**src/rtl/mfd_pkg.sv**
```systemverilog
// Shared constants and the decoded-field record for the minute frame decoder.
// Bit positions are fixed by the broadcast frame layout.
package mfd_pkg;
    localparam int FRAME_BITS = 59;
    localparam int KEEP_LO    = 15;   // lowest frame bit that any check or field uses
    localparam int START_POS  = 20;
    localparam int MIN_LO     = 21;
    localparam int P1_POS     = 28;
    localparam int HOUR_LO    = 29;
    localparam int P2_POS     = 35;
    localparam int DAY_LO     = 36;
    localparam int WDAY_LO    = 42;
    localparam int MON_LO     = 45;
    localparam int YEAR_LO    = 50;
    localparam int P3_POS     = 58;
    localparam int CNT_W      = $clog2(FRAME_BITS + 2);

    typedef struct packed {
        logic [4:0] flags;
        logic [7:0] year;
        logic [4:0] month;
        logic [2:0] wday;
        logic [5:0] mday;
        logic [5:0] hour;
        logic [6:0] minute;
    } tfields_t;
endpackage

```
**src/rtl/mfd_pulse_timer.sv**
```systemverilog
// Measures reduced-carrier pulses in ticks.
// On each falling edge it emits a bit event that says whether the pulse was a 0, a 1 or illegal.
// On a pulse start that follows a long gap it emits a minute mark.
// Assumes carrier_low is already synchronous and debounced.
module mfd_pulse_timer #(
    parameter int ZERO_MIN = 60,
    parameter int ZERO_MAX = 140,
    parameter int ONE_MIN  = 160,
    parameter int ONE_MAX  = 250,
    parameter int GAP_LIM  = 1500
) (
    input  logic clk,
    input  logic rst_n,
    input  logic tick_ms,
    input  logic carrier_low,
    output logic bit_evt,
    output logic bit_val,
    output logic bit_bad,
    output logic mark
);
    localparam int WW = $clog2(ONE_MAX + 2);
    localparam int GW = $clog2(GAP_LIM + 2);
    localparam logic [WW-1:0] W_SAT = WW'(ONE_MAX + 1);
    localparam logic [GW-1:0] G_SAT = GW'(GAP_LIM + 1);

    logic          cl_q;
    logic [WW-1:0] width_q;
    logic [GW-1:0] gap_q;
    logic          rise, fall, is_zero, is_one;

    assign rise    = carrier_low & ~cl_q;
    assign fall    = ~carrier_low & cl_q;
    assign is_zero = (width_q >= WW'(ZERO_MIN)) && (width_q <= WW'(ZERO_MAX));
    assign is_one  = (width_q >= WW'(ONE_MIN))  && (width_q <= WW'(ONE_MAX));

    // Purpose: count pulse width and start-to-start spacing, and register the edge events.
    always_ff @(posedge clk) begin
        if (!rst_n) begin
            cl_q    <= 1'b0;
            width_q <= '0;
            gap_q   <= '0;
            bit_evt <= 1'b0;
            bit_val <= 1'b0;
            bit_bad <= 1'b0;
            mark    <= 1'b0;
        end else begin
            cl_q <= carrier_low;
            if (rise)
                width_q <= {{(WW-1){1'b0}}, tick_ms};
            else if (carrier_low && tick_ms && width_q != W_SAT)
                width_q <= width_q + 1'b1;
            if (rise)
                gap_q <= {{(GW-1){1'b0}}, tick_ms};
            else if (tick_ms && gap_q != G_SAT)
                gap_q <= gap_q + 1'b1;
            mark    <= rise && (gap_q > GW'(GAP_LIM));
            bit_evt <= fall;
            bit_val <= is_one;
            bit_bad <= !is_zero && !is_one;
        end
    end

    a_r5_mark_at_pulse_start: assert property (@(posedge clk) disable iff (!rst_n)
        mark |-> cl_q);
    a_r11_mark_bit_exclusive: assert property (@(posedge clk) disable iff (!rst_n)
        !(mark && bit_evt));
    a_r2_bit_after_fall: assert property (@(posedge clk) disable iff (!rst_n)
        bit_evt |-> !cl_q);
endmodule

```
**src/rtl/mfd_frame_store.sv**
```systemverilog
// Collects classified bits into the frame by arrival order and counts them.
// The count saturates one past a full frame so that extra bits can be detected.
// Keeps a sticky flag for any illegal pulse width.
// A minute mark clears everything. Bits below KEEP_LO are counted but not stored.
module mfd_frame_store
    import mfd_pkg::*;
(
    input  logic                          clk,
    input  logic                          rst_n,
    input  logic                          bit_evt,
    input  logic                          bit_val,
    input  logic                          bit_bad,
    input  logic                          mark,
    output logic [FRAME_BITS-1:KEEP_LO]   frame,
    output logic [CNT_W-1:0]              count,
    output logic                          bad
);
    localparam logic [CNT_W-1:0] CNT_SAT = CNT_W'(FRAME_BITS + 1);

    // Purpose: store each arriving bit at its position, and restart on a minute mark.
    always_ff @(posedge clk) begin
        if (!rst_n || mark) begin
            frame <= '0;
            count <= '0;
            bad   <= 1'b0;
        end else if (bit_evt) begin
            if (count != CNT_SAT)
                count <= count + 1'b1;
            bad <= bad | bit_bad;
            for (int i = KEEP_LO; i < FRAME_BITS; i++)
                if (count == CNT_W'(i))
                    frame[i] <= bit_val;
        end
    end

    a_r8_count_bounded: assert property (@(posedge clk) disable iff (!rst_n)
        count <= CNT_SAT);
    a_r11_clear_on_mark: assert property (@(posedge clk) disable iff (!rst_n)
        mark |=> (count == '0) && !bad);
endmodule

```
**src/rtl/mfd_frame_check.sv**
```systemverilog
// Checks a completed frame at the minute mark: the bit count, the width flag, the start bit and the three parities.
// Loads the field registers only when the frame passes every check.
// Assumes the frame, count and bad inputs still hold the finished frame in the cycle mark is high.
module mfd_frame_check
    import mfd_pkg::*;
(
    input  logic                        clk,
    input  logic                        rst_n,
    input  logic                        mark,
    input  logic [FRAME_BITS-1:KEEP_LO] frame,
    input  logic [CNT_W-1:0]            count,
    input  logic                        bad,
    output tfields_t                    fields,
    output logic                        fresh
);
    logic     ok_c;
    tfields_t next_c;

    // Purpose: combine every validity condition of the finished frame.
    always_comb begin
        ok_c = (count == CNT_W'(FRAME_BITS)) && !bad && frame[START_POS]
             && !(^frame[P1_POS:MIN_LO])
             && !(^frame[P2_POS:HOUR_LO])
             && !(^frame[P3_POS:DAY_LO]);
    end

    // Purpose: slice the frame into the decoded fields.
    always_comb begin
        next_c.flags  = frame[KEEP_LO +: 5];
        next_c.minute = frame[MIN_LO  +: 7];
        next_c.hour   = frame[HOUR_LO +: 6];
        next_c.mday   = frame[DAY_LO  +: 6];
        next_c.wday   = frame[WDAY_LO +: 3];
        next_c.month  = frame[MON_LO  +: 5];
        next_c.year   = frame[YEAR_LO +: 8];
    end

    // Purpose: load the outputs and pulse fresh only for an accepted frame.
    always_ff @(posedge clk) begin
        if (!rst_n) begin
            fields <= '0;
            fresh  <= 1'b0;
        end else begin
            fresh <= mark && ok_c;
            if (mark && ok_c)
                fields <= next_c;
        end
    end

    a_r10_hold_unless_fresh: assert property (@(posedge clk) disable iff (!rst_n)
        !$stable(fields) |-> fresh);
    a_r10_fresh_after_mark: assert property (@(posedge clk) disable iff (!rst_n)
        fresh |-> $past(mark));
    a_r8_fresh_full_count: assert property (@(posedge clk) disable iff (!rst_n)
        fresh |-> $past(count) == CNT_W'(FRAME_BITS));
    a_r6_fresh_start_bit: assert property (@(posedge clk) disable iff (!rst_n)
        fresh |-> $past(frame[START_POS]));
endmodule

```
**src/rtl/minute_frame_decoder.sv**
```systemverilog
// Top level. Connects the pulse timer, the frame store and the frame check.
// Assumes the caller provides a one-cycle tick and a clean carrier-reduced level.
module minute_frame_decoder
    import mfd_pkg::*;
#(
    parameter int ZERO_MIN = 60,
    parameter int ZERO_MAX = 140,
    parameter int ONE_MIN  = 160,
    parameter int ONE_MAX  = 250,
    parameter int GAP_LIM  = 1500
) (
    input  logic       clk,
    input  logic       rst_n,
    input  logic       tick_ms,
    input  logic       carrier_low,
    output logic [6:0] minute_bcd,
    output logic [5:0] hour_bcd,
    output logic [5:0] mday_bcd,
    output logic [2:0] wday,
    output logic [4:0] month_bcd,
    output logic [7:0] year_bcd,
    output logic [4:0] flags,
    output logic       fresh
);
    logic                        bit_evt, bit_val, bit_bad, mark;
    logic [FRAME_BITS-1:KEEP_LO] frame;
    logic [CNT_W-1:0]            count;
    logic                        bad;
    tfields_t                    fields;

    mfd_pulse_timer #(
        .ZERO_MIN(ZERO_MIN), .ZERO_MAX(ZERO_MAX),
        .ONE_MIN(ONE_MIN),   .ONE_MAX(ONE_MAX),
        .GAP_LIM(GAP_LIM)
    ) u_timer (
        .clk(clk), .rst_n(rst_n), .tick_ms(tick_ms), .carrier_low(carrier_low),
        .bit_evt(bit_evt), .bit_val(bit_val), .bit_bad(bit_bad), .mark(mark)
    );

    mfd_frame_store u_store (
        .clk(clk), .rst_n(rst_n), .bit_evt(bit_evt), .bit_val(bit_val),
        .bit_bad(bit_bad), .mark(mark), .frame(frame), .count(count), .bad(bad)
    );

    mfd_frame_check u_check (
        .clk(clk), .rst_n(rst_n), .mark(mark), .frame(frame), .count(count),
        .bad(bad), .fields(fields), .fresh(fresh)
    );

    assign minute_bcd = fields.minute;
    assign hour_bcd   = fields.hour;
    assign mday_bcd   = fields.mday;
    assign wday       = fields.wday;
    assign month_bcd  = fields.month;
    assign year_bcd   = fields.year;
    assign flags      = fields.flags;
endmodule

```
**config.mk**
```make
export PLATFORM = sky130hd
export DESIGN_NAME = minute_frame_decoder
export DESIGN_NICKNAME = d
export VERILOG_FILES = /design/src/rtl/mfd_pkg.sv /design/src/rtl/mfd_pulse_timer.sv /design/src/rtl/mfd_frame_store.sv /design/src/rtl/mfd_frame_check.sv /design/src/rtl/minute_frame_decoder.sv
export SDC_FILE = /design/constraint.sdc
export NUM_CORES = 1
export LEC_CHECK = 0
export CAP_MARGIN = 0
export CORE_ASPECT_RATIO = 1.25
export CORE_UTILIZATION = 50
export CTS_BUF_LIST = sky130_fd_sc_hd__clkbuf_8
export DETAILED_ROUTE_END_ITERATION = 10
export DONT_BUFFER_PORTS = 1
export GPL_TIMING_DRIVEN = 0
export SYNTH_ARGS = -nofsm -noshare
export SYNTH_HDL_FRONTEND = slang
export SYNTH_SLANG_ARGS = --single-unit
```
**constraint.sdc**
```tcl
create_clock -name clk -period 4.5 [get_ports clk]
set_input_delay 1.35 -clock clk [delete_from_list [all_inputs] [get_ports clk]]
set_output_delay 1.35 -clock clk [all_outputs]
set_load 0.05 [all_outputs]
```
Word-level counts from Yosys, hierarchy flattened
Index checks and enable logic that the tools add are counted.
{"block": "totals", "regBits": 116, "latchBits": 0, "ramBits": 0, "rom_bits": 0, "word_cells": 201, "memories": 0}
{"block": "op_classes", "add_sub_neg": 3, "multipliers": 0, "div_mod_pow": 0, "magnitude_cmp": 5, "n_eq_ne": 48, "shift": 0, "mux": 4, "n_bitwise": 6, "reduce_logical": 72}
{"op": "equality test 6 bit (second input constant)", "n": 28}
{"op": "equality test 6 x 5 -> 1 bit (second input constant)", "n": 16}
{"op": "AND reduction 2 bit", "n": 45}
{"op": "XOR reduction 23 bit", "n": 1}
{"op": "less-or-equal comparator 8 bit (second input constant)", "n": 2}
{"op": "logical AND 1 bit", "n": 13}
{"op": "adder 11 x 1 -> 11 bit (second input constant)", "n": 1}
{"op": "greater-than comparator 11 bit (second input constant)", "n": 1}
{"op": "!= test 11 bit (second input constant)", "n": 1}
{"op": "adder 8 x 1 -> 8 bit (second input constant)", "n": 1}
{"op": "greater-or-equal comparator 8 x 6 -> 1 bit (second input constant)", "n": 1}
{"op": "greater-or-equal comparator 8 bit (second input constant)", "n": 1}
{"op": "!= test 8 bit (second input constant)", "n": 1}
{"op": "XOR reduction 8 bit", "n": 1}
{"op": "logical NOT 1 bit", "n": 7}
{"op": "XOR reduction 7 bit", "n": 1}
{"op": "adder 6 x 1 -> 6 bit (second input constant)", "n": 1}
{"op": "equality test 6 x 4 -> 1 bit (second input constant)", "n": 1}
{"op": "!= test 6 bit (second input constant)", "n": 1}
{"op": "2-to-1 mux 1 bit", "n": 4}
{"op": "nonzero test 2 bit", "n": 2}
{"op": "NOT 1 bit", "n": 3}
{"op": "bitwise AND 1 bit", "n": 2}
{"op": "OR reduction 2 bit", "n": 1}
{"op": "other kinds (2)", "n": 2}

Longest topological paths before layout
Gate-level depths: netlist (run 1).
{"block": "logic_depth", "word_depth": 7, "mapped_depth": 8}

Hierarchy
Synthesis (run 1) repeated with hierarchy kept, for this count alone.
{"block": "unflattened", "hier_cells": 636, "area_unflattened_um2": 5945.7}
{"module": "mfd_frame_store", "n_inst": 1, "cells_per_inst": 254, "area_per_inst_um2": 2313.5, "seq_area_each_um2": 1021.0}
{"module": "mfd_frame_check", "n_inst": 1, "cells_per_inst": 227, "area_per_inst_um2": 2301.0, "seq_area_each_um2": 820.8}
{"module": "mfd_pulse_timer", "n_inst": 1, "cells_per_inst": 155, "area_per_inst_um2": 1331.3, "seq_area_each_um2": 480.5}

Least setup slack after synthesis (run 1)
Ideal clock, no wire load.
{"block": "synth_timing", "kind": "input -> register", "start": "input carrier_low", "end": "register u_timer.width_q[7]", "arrival_ns": 1.959, "t_required_ns": 4.372, "slack_ns": 2.413, "stages": 5, "path_buffers": 0, "path_cell_list": "nand2_1 -> nor4_1 -> nand2_1 -> xor2_1 -> nor2_1"}
{"block": "synth_between", "elab_chain_len": 2}
{"item": "start: declaration", "line": "minute_frame_decoder.sv:15", "rtl": "input logic carrier_low,"}
{"item": "bitwise AND 1 bit or logical AND 1 bit (tied branches)", "line": "mfd_pulse_timer.sv:31, mfd_pulse_timer.sv:50"}
{"item": "OR reduction 2 bit (no source line) or logical AND 1 bit (tied branches)"}
{"item": "end signal: assignment", "line": "mfd_pulse_timer.sv:49", "rtl": "width_q <= {{(WW-1){1'b0}}, tick_ms};"}
{"item": "end signal: assignment", "line": "mfd_pulse_timer.sv:51", "rtl": "width_q <= width_q + 1'b1;"}
{"item": "end: declaration", "line": "mfd_pulse_timer.sv:27", "rtl": "logic [WW-1:0] width_q;"}
Parallel ways exist; a longest one is shown, timed or not.
A chain may end at the register's enable or synchronous reset.

Final worst setup path (run 1)
{"block": "layout_timing", "start": "register u_check.fields[5] (netlist name)", "end": "output minute_bcd[5]"}
{"item": "end: declaration", "line": "minute_frame_decoder.sv:16", "rtl": "output logic [6:0] minute_bcd,"}
No word-level cell between the ends.

==> metrics.cfg, run 1 <==
[status]
outcome=finished, final reports clean

[timing]
setup_tns_ns=0
relSlewSlack=0.4570
slew_violations=0
fmax_mhz=410.7
skew_ns=0.01124
hold_viol=0
rsz0062_at_grt=false
min_period_over_period=0.5410
setup_viol_count_final=0
tightest_slew_ns=0.8145
finalCriticalPeriod_ns=2.435

[grt]
grt_pass1_vias=4207
antenna_found_initial=0
grt_max_degree=17
grt_pass1_wl_mm=20.80
gr-total-overflow=0
track_usage=0.2387

[hold_path]
hold_depth=1
min_path_type=flip-flop to flip-flop

[clock_tree]
clock_latency_ns=0.44
cts.clk_slew.worst_paths_ns=0.07
cts_sinks=116
holdBufCountCts=0
cts_setup_buffers=0
htreeDepth=4
cts_buffers=17
clk_path_buf_depth=2
cts_resized=0
cts_tree=yes
cts-root-buf=clkbuf_8

[die]
pin_count=45
rows=42
start_util=0.5196
coreArea_sq_mm=0.01072
dieArea_sq_mm=0.01157
die_h_microns=120.0
die_width_microns=96.41

[synth]
syn_inst=611
syn-num-nets=625
synth.ff_latch_count=116
synth_seq_area_share=0.4169
synth-edff-count=0
synth_area_sq_mm=0.005570
ys_types=47
synthFlopType=dfxtp_1
syn_area_per_cell_sq_um=9.117
ys_async_sr_fraction=0
yosys_warnings=0

[power_and_ir_drop]
swShare=0.2096
internal_power_uw=1698
p_sw_uw=450.5
power.share.clock=0.496
power_uw=2149
seqPwrFrac=0.482
vdd_drop_max_mv=0.1930
leakagePower_uw=0.002076
combinationalPowerShare=0.023
power_density_mw_per_mm2=347.6

[layout]
final_core_util=0.5767
seq_area_sq_mm=0.002322
fillers=1003
areaGrowthSynthToFinish_pct=10.98
n_antenna_cell=0
multi_input_area_sq_mm=0.002949
drive_gt1_frac=0.1991
nNetsFinal=644

[critical_path]
required_ns=3.15
cp_num_cells=0
critPathLaunch=u_check.fields[5]
path_class=flip-flop to primary output
reg2reg_depth=7
worstSetupEndpoint=minute_bcd[5]
reg2reg_to=u_check.fields[11]
r2r_slack_ns=2.28
cp_max_fo=2
r2r_start=u_store.count[5]
critPathLaunchType=flip-flop
cp_data_arrival_time_ns=1.08
end_kind=primary output

[routing]
drtIter0Drc=296
viasPerCell=5.609
firstDrtPassIters=4
wire_per_inst_microns=16.57
drcViolationCount=0
postRouteAntennaNets=0
routed_wl_mm=12.84
vias=4347

[place]
portBuffers=0
dpl.hpwl_mm=9.598
gp_congestion=0.8786

[flow_run]
maxCapViolCount=0

routing by layer:
| metal | global-route usage | share of wire | vias to the layer above |
|---|---|---|---|
| met3 | 0.04880 | 0.035 | 34 |
| met1 | 0.2732 | 0.41 | 2028 |
| li1 | - | - | 2171 |
| met2 | 0.4082 | 0.52 | 114 |
| met5 | 0 | 0 | - |
| met4 | 0.1278 | 0.037 | 0 |
placed cells by master, fill, tap and decap left out, drive strengths merged, types with 3 or more instances in the layout:
master and n:
mux2i 22, o21ai 68, nor3 4, inv 12, bufinv 4, xnor2 33
dfxtp 116, ha 10, and3 4, nand2 33, xor2 20, a21oi 70
nand4 28, clkbuf 52, clkinv 3, buf 19, nand3 62, nor2 53
worst register-to-register path: cells and delay by family (launching register included):
kind | cells | cell delay [ns]
compound gates | 2 | 0.26
buf+inv | 2 | 0.56
simple gates | 3 | 0.96
flops | 1 | 0.31
registers in the layout, indices dropped and copies added (netlist names):
name and flops:
u_store.count 6, u_timer.mark 1, u_timer.bit_evt 1, u_timer.gap_q 11
u_check.fields 40, u_store.bad 1, u_store.frame 44, u_check.fresh 1
u_timer.cl_q 1, u_timer.bit_val 1, u_timer.bit_bad 1, u_timer.width_q 8
layout make-up:
| class | instances | share of cell area |
|---|---|---|
| clock inverters | 11 | 0.02550 |
| multi-input cells | 436 | 0.4770 |
| clock buffers | 21 | 0.04675 |
| flip-flops and latches | 116 | 0.3756 |
| inverters | 9 | 0.005464 |
| well taps | 132 | 0.02672 |
| plain buffers | 50 | 0.04291 |
per-stage QoR:
step / hold slack, ns / area, sq um / setup slack (ns) / std cells
2_1_floorplan: 0.3985 / 5570 / 2.413 / 611
3_3_place_gp: 0.4166 / 5736 / 2.117 / 743
3_5_place_dp: 0.4248 / 5736 / 2.098 / 743
4_1_cts: 0.4351 / 6182 / 2.036 / 775
5_1_grt: 0.4566 / 6182 / 2.025 / 775
6_report: 0.4296 / 6182 / 2.065 / 775
worst min path at each step:
stage / start / end / slack (ns)
floorplan: u_timer.cl_q / u_timer.mark / 0.40
global placement: u_timer.cl_q / u_timer.mark / 0.42
detailed placement: u_timer.cl_q / u_timer.mark / 0.42
CTS: u_timer.cl_q / u_timer.mark / 0.44
global route: u_timer.cl_q / u_timer.mark / 0.46
finish: u_timer.cl_q / u_timer.mark / 0.43
Yosys cell counts (2+ instances only):
library cell	number	area share
dfxtp_1	116	0.42
nor2_1	53	0.036
nand3_2	38	0.068
o21ai_1	38	0.034
a21oi_2	37	0.058
a21oi_1	33	0.030
nand2_1	33	0.022
xnor2_1	33	0.052
clkbuf_1	30	0.020
o21ai_0	29	0.026
nand4_1	28	0.031
nand3_1	24	0.022
mux2i_1	22	0.040
xor2_1	20	0.031
ha_1	10	0.022
buf_6	9	0.018
inv_1	8	0.0054
buf_2	7	0.0063
and3_1	4	0.0045
buf_1	3	0.0020
nor3_1	3	0.0027
nor2b_1	2	0.0022
nor4_1	2	0.0022
nor4b_1	2	0.0031
nor4bb_1	2	0.0036
o21a_1	2	0.0027
or2_2	2	0.0022
or3_1	2	0.0022
cell families (layout without fill, tap and decap cells):
family                   Yosys count  in the layout  synth area share
adder cells (fa/ha/maj)           10             10           0.02246
buffers and inverters             59             91           0.05368
flip-flops                       116            116            0.4169
multiplexers                      22             22           0.03953
AND/OR/NAND/NOR                  202            202            0.2125
AO/OA/AOI/OAI                    147            147            0.1628
XOR/XNOR                          55             55           0.09209
power by group through the flow:
stage / Clock, uW / Sequential (uW) / Combinational (uW)
2_1_floorplan: 0 / 1060 / 35.7
3_3_place_gp: 0 / 1060 / 48.6
3_5_place_dp: 0 / 1060 / 49.0
4_1_cts: 1090 / 1030 / 49.1
5_1_grt: 1130 / 1030 / 54.3
6_report: 1070 / 1040 / 48.6
Power figures use the tool's default switching activity.
==> inputs of run 2 (changes only) <==
==> constraint.sdc (replaced) <==
create_clock -name clk -period 2.3 [get_ports clk]
set_input_delay 0.69 -clock clk [delete_from_list [all_inputs] [get_ports clk]]
set_output_delay 0.69 -clock clk [all_outputs]
set_load 0.05 [all_outputs]
==> run 2 against run 1 <==
Sequential share of layout area is essentially flat. Sequential cell count is the same. Global-route usage is essentially flat. Utilization grew 0.070 points. Count of clock-buffer cells in the layout is the same. Sequential power grew 95%. Cell count shrank 0.13%. Clock power grew 94%.
==> metrics.cfg, run 2 (synthesized netlist as in run 1, its figures left out) <==
[status]
outcome=finished, final reports clean

[clock_tree]
clk_path_buf_depth=2  ; unchanged
cts_setup_buffers=0  ; unchanged
htreeDepth=4  ; unchanged
clock_latency_ns=0.43  ; about the same
cts.clk_slew.worst_paths_ns=0.07  ; about the same
cts_buffers=17  ; unchanged
cts-root-buf=clkbuf_8
cts_tree=yes
cts_sinks=116  ; unchanged

[power_and_ir_drop]
leakagePower_uw=0.002076  ; about the same
vdd_drop_max_mv=0.3764  ; +95%
power_uw=4196  ; +95%
power_density_mw_per_mm2=677.9  ; +95%

[timing]
relSlewSlack=0.4685  ; +0.01153
fmax_mhz=466.1
finalCriticalPeriod_ns=2.146
tightest_slew_ns=0.7973  ; -0.01729 ns
setup_ws_ns=0.1544  ; -1.911 ns
slew_violations=0  ; unchanged
setup_tns_ns=0  ; unchanged
min_period_over_period=0.9328
rsz0062_at_grt=false
setup_viol_count_final=0  ; unchanged
skew_ns=0.01171  ; +0.0004634 ns
hold_viol=0  ; unchanged

[flow_run]
maxCapViolCount=0  ; unchanged

[critical_path]
path_cells=nor2b_1 -> buf_2 -> nand4_1 -> or3_4 -> clkbuf_2 -> o21ai_1 -> a21oi_2
critPathLaunchType=flip-flop
critPathLaunch=u_store.count[3]
cp_max_fo=10  ; +8
cp_slowest_cell=or3_4
slowest_delay_ns=0.50
cp_data_arrival_time_ns=2.44  ; +1.36 ns
required_ns=2.59  ; -0.56 ns
critPathBufInv=2
cpLargestDelayFamily=simple AND/OR/NAND/NOR gates
r2r_start=u_store.count[3]
reg2reg_to=u_check.fields[11]
worstSetupEndpoint=u_check.fields[11]
reg2reg_depth=7  ; unchanged
end_kind=flip-flop
path_class=flip-flop to flip-flop
cp_num_cells=7  ; +7
r2r_slack_ns=0.15  ; -2.13 ns

[layout]
final_cell_mix=116 x dfxtp_1, 53 x nor2_1, 38 x o21ai_1, 38 x nand3_2, 37 x a21oi_2
n_antenna_cell=0  ; unchanged
drive_gt1_frac=0.2009  ; +0.001868
final_common_cell=dfxtp_1
top_regs=u_store.frame (44), u_check.fields (40), u_timer.gap_q (11)
areaGrowthSynthToFinish_pct=11.12
regMostFlops=u_store.frame
fin_area_sq_mm=0.006190  ; +0.12%
nNetsFinal=643  ; -0.16%
largest_reg_flops=44  ; unchanged

[die]
coreArea_sq_mm=0.01072  ; unchanged
start_util=0.5196  ; unchanged
pin_count=45  ; unchanged
rows=42  ; unchanged
die_width_microns=96.41  ; unchanged
die_h_microns=120.0  ; unchanged
dieArea_sq_mm=0.01157  ; unchanged

[place]
dp_slack_ns=0.08295  ; -2.015 ns
dpl.hpwl_mm=9.598  ; unchanged
gp_congestion=0.8786  ; unchanged
place_area_sq_mm=0.005736  ; unchanged
portBuffers=0  ; unchanged

[routing]
firstDrtPassIters=5  ; +1
wire_per_inst_microns=16.53  ; -0.27%
vias=4321  ; -0.60%
routed_wl_mm=12.79  ; -0.40%
drtIter0Drc=265  ; -10%
postRouteAntennaNets=0  ; unchanged
viasPerCell=5.583  ; -0.47%
drcViolationCount=0  ; unchanged

[grt]
antenna_found_initial=0  ; unchanged
grt_pass1_vias=4200  ; -0.17%
grt_pass1_wl_mm=20.78  ; -0.10%
track_usage=0.2386  ; about the same
grt_max_degree=17  ; unchanged
gr-total-overflow=0  ; unchanged

[hold_path]
min_path_type=input port to flip-flop

## run 2: worst min-delay path by stage
stage	cells past startpoint	startpoint	slack, ns	end
global route	1	carrier_low	0.33	u_timer.bit_evt
floorplan	1	u_timer.cl_q	0.40	u_timer.mark
finish	1	carrier_low	0.33	u_timer.bit_evt
detailed placement	1	u_timer.cl_q	0.42	u_timer.mark
global placement	1	u_timer.cl_q	0.42	u_timer.mark
CTS	1	carrier_low	0.31	u_timer.bit_evt
## run 2: timing repair
| action | in CTS | in global routing |
|---|---|---|
| endpoints found under the setup margin | 0 | 25 |
| hold buffers | 0 | 0 |
| resized for setup | 0 | 2 |
## run 2: layer usage
layer  routed length, microns  global-route usage  vias up
met5                        0                   0        -
met4                      512              0.1278        0
met3                      534             0.04880       35
met2                     6566              0.4082      110
met1                     5179              0.2728     2010
li1                         -                   -     2166
## run 2: power by group
part           leakage [uW]  internal (uW)  switching [uW]
Clock              0.000236           1280             793
Combinational      0.000905           23.4            71.3
Sequential         0.000935           2020            8.48
Total               0.00208           3320             873
## run 2: final cells by class
class,instances,area (sq um)
Buffer,49,261.5
Clock buffer,21,289.0
Clock inverter,11,157.7
Fill cell,1001,4531
Inverter,9,33.78
Multi-Input combinational cell,436,2960
Sequential cell,116,2322
Tap cell,132,165.2
## run 2: metrics by stage
stage / utilization / hold slack, ns / cells
after floorplan: - / 0.3985 / 611
after global placement: 0.5350 / 0.4166 / 743
after detailed placement: 0.5350 / 0.4248 / 743
after CTS: 0.5767 / 0.3096 / 775
after global routing: 0.5774 / 0.3274 / 774
final: 0.5774 / 0.3300 / 774
